==> src/rtl/cst_pkg.sv <==
package cst_pkg;

    localparam int SHIFT_W = 16;

    typedef logic signed [SHIFT_W-1:0] shift_t;

    typedef enum logic [1:0] {
        RES_FULL    = 2'd0,
        RES_HALF    = 2'd1,
        RES_QUART   = 2'd2,
        RES_QUART_B = 2'd3
    } cell_res_e;

    typedef enum logic {
        LOOP_ACQ   = 1'b0,
        LOOP_TRACK = 1'b1
    } loop_mode_e;

    typedef struct packed {
        logic   live;
        shift_t ticks;
    } pend_t;

    function automatic int cell_ticks(cell_res_e r);
        case (r)
            RES_FULL: return 4;
            RES_HALF: return 2;
            default:  return 1;
        endcase
    endfunction

    function automatic shift_t sat_shift(int v, int lim);
        if (v > lim)       return shift_t'(lim);
        else if (v < -lim) return shift_t'(-lim);
        else               return shift_t'(v);
    endfunction

endpackage

==> src/rtl/cst_cell_convert.sv <==
module cst_cell_convert
    import cst_pkg::*;
#(
    parameter int CELL_W    = 8,
    parameter int ERR_W     = 6,
    parameter int MAX_TICKS = 63
) (
    input  logic [1:0]               res_sel,
    input  logic signed [CELL_W-1:0] coarse_cells,
    input  logic signed [ERR_W-1:0]  rem_err,
    input  logic signed [ERR_W-1:0]  loc_err,
    output shift_t                   coarse_ticks,
    output shift_t                   rem_ticks,
    output shift_t                   loc_ticks
);

    int unit;
    int craw;

    function automatic shift_t sign_step(logic signed [ERR_W-1:0] e, int u);
        if (e > 0)      return shift_t'(u);
        else if (e < 0) return shift_t'(-u);
        else            return '0;
    endfunction

    always_comb begin
        unit         = cell_ticks(cell_res_e'(res_sel));
        craw         = int'(coarse_cells) * unit;
        coarse_ticks = sat_shift(craw, MAX_TICKS);
        rem_ticks    = sign_step(rem_err, unit);
        loc_ticks    = sign_step(loc_err, unit);
    end

endmodule

==> src/rtl/cst_corr_gate.sv <==
module cst_corr_gate
    import cst_pkg::*;
(
    input  logic   clk,
    input  logic   rst,
    input  logic   strobe,
    input  logic   coarse_valid,
    input  logic   fine_valid,
    input  logic   trk_valid,
    input  logic   retain,
    input  shift_t coarse_ticks,
    input  shift_t rem_ticks,
    input  shift_t loc_ticks,
    output shift_t apply_ticks,
    output logic   pend_live,
    output logic   accept,
    output logic   tracking
);

    loop_mode_e mode_q;
    pend_t      pend_q;
    logic       room;
    logic       take_coarse;
    logic       take_fine;
    shift_t     fine_pick;

    always_comb begin
        room        = !pend_q.live || strobe;
        take_coarse = (mode_q == LOOP_ACQ) && !pend_q.live && coarse_valid;
        take_fine   = (mode_q == LOOP_TRACK) && room &&
                      (retain ? trk_valid : fine_valid);
        fine_pick   = retain ? loc_ticks : rem_ticks;
        accept      = take_coarse || take_fine;
        apply_ticks = pend_q.live ? pend_q.ticks : '0;
        pend_live   = pend_q.live;
        tracking    = (mode_q == LOOP_TRACK);
    end

    always_ff @(posedge clk) begin
        if (rst) begin
            mode_q <= LOOP_ACQ;
            pend_q <= '0;
        end else begin
            if (strobe && pend_q.live && mode_q == LOOP_ACQ)
                mode_q <= LOOP_TRACK;
            if (accept)
                pend_q <= '{live: 1'b1, ticks: (take_coarse ? coarse_ticks : fine_pick)};
            else if (strobe)
                pend_q <= '0;
        end
    end

endmodule

==> src/rtl/cst_epoch_timer.sv <==
module cst_epoch_timer
    import cst_pkg::*;
#(
    parameter int PERIOD_CHIPS = 16
) (
    input  logic       clk,
    input  logic       rst,
    input  shift_t     apply_ticks,
    output logic       strobe,
    output logic [1:0] quarter
);

    localparam int PT = 4 * PERIOD_CHIPS;
    localparam int CW = $clog2(2 * PT);

    logic [CW-1:0] cnt_q, cnt_d;
    logic [1:0]    ph_q, ph_d;

    always_comb begin
        if (cnt_q == '0)
            cnt_d = CW'(PT - 1 + int'(apply_ticks));
        else
            cnt_d = cnt_q - 1'b1;
        ph_d = (cnt_d == '0) ? 2'd0 : ph_q + 2'd1;
    end

    always_ff @(posedge clk) begin
        if (rst) begin
            cnt_q <= '0;
            ph_q  <= 2'd0;
        end else begin
            cnt_q <= cnt_d;
            ph_q  <= ph_d;
        end
    end

    assign strobe  = (cnt_q == '0);
    assign quarter = ph_q;

endmodule

==> src/rtl/code_epoch_shifter.sv <==
module code_epoch_shifter
    import cst_pkg::*;
#(
    parameter int PERIOD_CHIPS = 16,
    parameter int CELL_W       = 8,
    parameter int ERR_W        = 6
) (
    input  logic                     clk,
    input  logic                     rst,
    input  logic [1:0]               res_sel,
    input  logic                     coarse_valid,
    input  logic signed [CELL_W-1:0] coarse_cells,
    input  logic                     fine_valid,
    input  logic signed [ERR_W-1:0]  fine_err,
    input  logic                     trk_valid,
    input  logic signed [ERR_W-1:0]  trk_err,
    input  logic                     retain,
    output logic                     code_start,
    output logic [1:0]               chip_quarter
);

    localparam int PT        = 4 * PERIOD_CHIPS;
    localparam int MAX_TICKS = PT - 1;

    shift_t coarse_ticks;
    shift_t rem_ticks;
    shift_t loc_ticks;
    shift_t apply_ticks;
    logic   pend_live;
    logic   accept;
    logic   tracking;
    logic   strobe;

    cst_cell_convert #(
        .CELL_W    (CELL_W),
        .ERR_W     (ERR_W),
        .MAX_TICKS (MAX_TICKS)
    ) u_conv (
        .res_sel      (res_sel),
        .coarse_cells (coarse_cells),
        .rem_err      (fine_err),
        .loc_err      (trk_err),
        .coarse_ticks (coarse_ticks),
        .rem_ticks    (rem_ticks),
        .loc_ticks    (loc_ticks)
    );

    cst_corr_gate u_gate (
        .clk          (clk),
        .rst          (rst),
        .strobe       (strobe),
        .coarse_valid (coarse_valid),
        .fine_valid   (fine_valid),
        .trk_valid    (trk_valid),
        .retain       (retain),
        .coarse_ticks (coarse_ticks),
        .rem_ticks    (rem_ticks),
        .loc_ticks    (loc_ticks),
        .apply_ticks  (apply_ticks),
        .pend_live    (pend_live),
        .accept       (accept),
        .tracking     (tracking)
    );

    cst_epoch_timer #(
        .PERIOD_CHIPS (PERIOD_CHIPS)
    ) u_timer (
        .clk         (clk),
        .rst         (rst),
        .apply_ticks (apply_ticks),
        .strobe      (strobe),
        .quarter     (chip_quarter)
    );

    assign code_start = strobe;

endmodule

==> config.mk <==
export PLATFORM = sky130hd
export DESIGN_NAME = code_epoch_shifter
export DESIGN_NICKNAME = d
export VERILOG_FILES = /design/src/rtl/cst_pkg.sv /design/src/rtl/cst_cell_convert.sv /design/src/rtl/cst_corr_gate.sv /design/src/rtl/cst_epoch_timer.sv /design/src/rtl/code_epoch_shifter.sv
export SDC_FILE = /design/constraint.sdc
export NUM_CORES = 1
export LEC_CHECK = 0
export ABC_CLOCK_PERIOD_IN_PS = 5800
export BUFFER_PORTS_ARGS = -buffer_cell sky130_fd_sc_hd__buf_4
export CAP_MARGIN = 30
export CORE_UTILIZATION = 58
export DETAILED_ROUTE_END_ITERATION = 6
export GPL_ROUTABILITY_DRIVEN = 0
export PLACE_DENSITY = 0.81
export SLEW_MARGIN = 20
export SYNTH_ARGS = -nofsm -noshare
export SYNTH_HDL_FRONTEND = slang
export SYNTH_SLANG_ARGS = --single-unit
==> constraint.sdc <==
create_clock -name clk -period 5.8 [get_ports clk]
set_input_delay 1.16 -clock clk [delete_from_list [all_inputs] [get_ports clk]]
set_output_delay 1.16 -clock clk [all_outputs]
set_load 0.03 [all_outputs]
==> flow_summary_export.csv <==
group,metric,value,unit
synth,syn_inst,265,
routing,ant_nets,0,
synth,synth_xor_area_frac,0.0769,
die,die_area,3780,um^2
place,detailed_place.area,2300,um^2
routing,drt_iter0_markers,112,
synth,ys_types,47,
clock_tree,hold_buffers,0,
clock_tree,root_buffer,"clkbuf_4",
power_and_ir_drop,power.share.combinational,0.552,
worst_setup_path,arrival,4.79,ns
timing,setup_violations,0,
timing,worst_pin_slew,0.569,ns
global_route,antenna_found_initial,0,
timing,slew_headroom,0.619,
final_layout,finalNetCount,352,
place,place_hpwl,3480,um
power_and_ir_drop,p_sw_frac,0.448,
power_and_ir_drop,ir_drop,0.221,mV
global_route,track_usage,0.242,
synth,synth_adder_area_share,0.225,
power_and_ir_drop,pwr_density_cell,261,nW/um^2
worst_setup_path,r2r_cells,7,
timing,final_max_slew_viol_count,0,
synth,syn-num-nets,325,
synth,async_flop_share,0,
clock_tree,htreeDepth,1,
synth,ys_seq_area_frac,0.176,
power_and_ir_drop,intPower,0.337,mW
clock_tree,clk_path_buf_depth,2,
global_route,grt-ovfl-total,0,
synth,synth.avg_cell_area,7.74,um^2
synth,synthMuxAreaShare,0.0104,
power_and_ir_drop,switching_power,0.274,mW
run,cap_violations,0,
routing,routedWlPerCell,12.6,um
synth,synth-simple-area-share,0.246,
worst_hold_path,hold_depth,1,
worst_setup_path,crit_path_end_kind,"register",
global_route,grt_pass1_vias,1623,
synth,synth_edf_count,0,
worst_hold_path,min_path_type,"reg -> reg",
routing,top_layer_used,"met4",
power_and_ir_drop,clkPwrFrac,0.128,
die,start_util,0.610,
final_layout,antenna_cells,0,
clock_tree,cts_buffers,3,
final_layout,finish.instance_area,2340,um^2
timing,clock.fmax,0.218,GHz
die,die_x,61.5,um
routing,dr.pass1.iters,4,
clock_tree,clk_pin_slew,0.09,ns
worst_setup_path,cp-start-kind,"input port",
routing,route.met3.wl,251,um
worst_hold_path,whs_endpoint,"u_timer.quarter[0]",
worst_hold_path,hp-start,"u_timer.quarter[0]",
worst_setup_path,reg2reg_setup_slack,3.52,ns
timing,finClkSkew,0.00733,ns
clock_tree,ctsResizeCount,0,
timing,rsz0062_at_grt,"false",
die,fp.coreArea,3360,um^2
worst_setup_path,cp.required,6.01,ns
global_route,grt_max_degree,18,
clock_tree,post_cts_buffers,0,
synth,synth_flop_cell,"dfxtp_1",
outcome,status,"completed",
synth,syn_area,2050,um^2
clock_tree,clock_sinks,18,
die,row_count,21,
routing,wl,4250,um
timing,totalNegativeSetupSlack,0,ns
routing,dr_total_vias,1934,
power_and_ir_drop,p_leak,1.09,nW
worst_setup_path,crit_fanout,13,
clock_tree,clock_latency,0.30,ns
worst_setup_path,path_class,"in -> reg",
synth,ys_ff_latch,18,
global_route,grt_first_pass_wirelength,6890,um
power_and_ir_drop,seqPwrFrac,0.321,
final_layout,syn_to_final_growth,14.1,%
synth,synth_compound_area_frac,0.188,
worst_setup_path,r2r_end,"u_gate.pend_q[2]",
die,ios,31,
worst_setup_path,rr_startpoint,"u_timer.cnt_q[0]",
timing,hold_viol,0,
place,io_buffer_count,30,
clock_tree,cts_tree,"yes",
routing,met2WireLength,1840,um
synth,synth_top_family_by_area,"simple AND/OR/NAND/NOR gates",
routing,via_per_inst,5.74,
routing,remaining_drc_errors,0,
routing,wl_met1,2150,um
synth,yosys_warnings,0,
timing,min_period,4.58,ns
timing,final.period_utilization,0.790,
die,die_y,61.5,um
timing,worst_hold_slack,0.464,ns
final_layout,drive_gt1_frac,0.141,
cells in the mapped netlist (all sizes together), types with 3 or more instances:
| master | instances | area [um^2] |
|---|---|---|
| nor4 | 4 | 46.3 |
| fa | 8 | 160 |
| and2 | 21 | 131 |
| a221oi | 3 | 32.5 |
| ha | 24 | 300 |
| a31oi | 3 | 18.8 |
| nor3 | 4 | 20.0 |
| a211oi | 12 | 90.1 |
| a21oi | 12 | 60.1 |
| dfxtp | 18 | 360 |
| o21a | 3 | 22.5 |
| clkbuf | 7 | 26.3 |
| xor2 | 10 | 87.6 |
| o21ai | 10 | 50.1 |
| nand4 | 4 | 25.0 |
| xnor2 | 8 | 70.1 |
| nand3 | 5 | 25.0 |
| nand2 | 21 | 81.3 |
| nor2 | 26 | 97.6 |
| inv | 35 | 131 |
placed cells by master (no fill, tap or decap), drive strengths merged, types with 2 or more instances in the layout:
cell and count:
and3 2, a32oi 2, inv 35, a221oi 3, ha 24, o211ai 2, nand3 5, nor3 4
clkbuf 4, xor2 10, o21bai 2, dfxtp 18, nand4 4, nor4 4, o21ai 10, o31ai 2
a21oi 12, xnor2 8, and2 21, nand2 21, buf 30, nor2 26, o21a 3, a211oi 12
fa 8, a31oi 3, nor2b 2
layer usage:
metal  global-route usage  vias to the layer above
met5                    0                        -
met4               0.0190                        0
met2                0.388                       59
li1                     -                      967
met3               0.0441                        2
met1                0.353                      906
worst max-delay path by stage:
stage / from / end / slack, ns / depth (start not counted)
after CTS: res_sel[1] / u_gate.pend_q[1] / 1.26 / 15
after global placement: res_sel[1] / u_gate.pend_q[0] / 1.00 / 14
final: res_sel[1] / u_gate.pend_q[1] / 1.22 / 15
after floorplan: res_sel[1] / u_gate.pend_q[0] / 1.31 / 14
after detailed placement: res_sel[1] / u_gate.pend_q[0] / 0.95 / 14
after global routing: res_sel[1] / u_gate.pend_q[1] / 0.97 / 15
cells by family after synthesis:
family                     after synthesis
AOI/OAI and AO/OA                       56
xor gates and xnor gates                18
adders and majority gates               32
buffers and inverters                   43
DFF                                     18
muxes                                    2
and+or+nand+nor                         96
critical path, cell delays in order:
cell	delay, ns
buf_4	0.16
nor2_1	0.42
and2_1	0.20
ha_1	0.12
inv_1	0.05
fa_1	0.59
inv_1	0.06
ha_1	0.28
a211oi_1	0.41
o21ai_0	0.18
xor2_1	0.23
o221ai_1	0.20
nor4_4	0.34
o21ai_1	0.11
a211oi_1	0.28
metrics by stage:
stage / setup slack (ns) / power (mW) / instances / utilization
CTS: 1.26 / 0.610 / 337 / 0.696
global route: 0.971 / 0.668 / 337 / 0.696
floorplan: 1.31 / 0.451 / 265 / -
global placement: 1.00 / 0.525 / 333 / 0.685
detailed placement: 0.950 / 0.531 / 333 / 0.685
finish: 1.22 / 0.611 / 337 / 0.696
power groups by stage:
stage          sequential (mW)  clock, mW  combinational [mW]
3_3_place_gp             0.197          0               0.328
2_1_floorplan            0.191          0               0.261
3_5_place_dp             0.198          0               0.333
6_report                 0.196     0.0780               0.337
5_1_grt                  0.203     0.0841               0.381
4_1_cts                  0.195     0.0791               0.336
state kept, by name, indices dropped and copies added, names as in the netlist:
name / flops
u_gate.pend_live: 1
u_gate.pend_q: 7
u_gate.tracking: 1
u_timer.cnt_q: 7
u_timer.quarter: 2
final cells by class:
class | count | area [um^2]
multi-input combinational | 204 | 1530
sequential | 18 | 360
fill | 303 | 1020
clock buffer | 4 | 36.3
inverter | 35 | 131
tap | 46 | 57.6
timing repair buffer | 30 | 225
(Power assumes the default switching activity.)
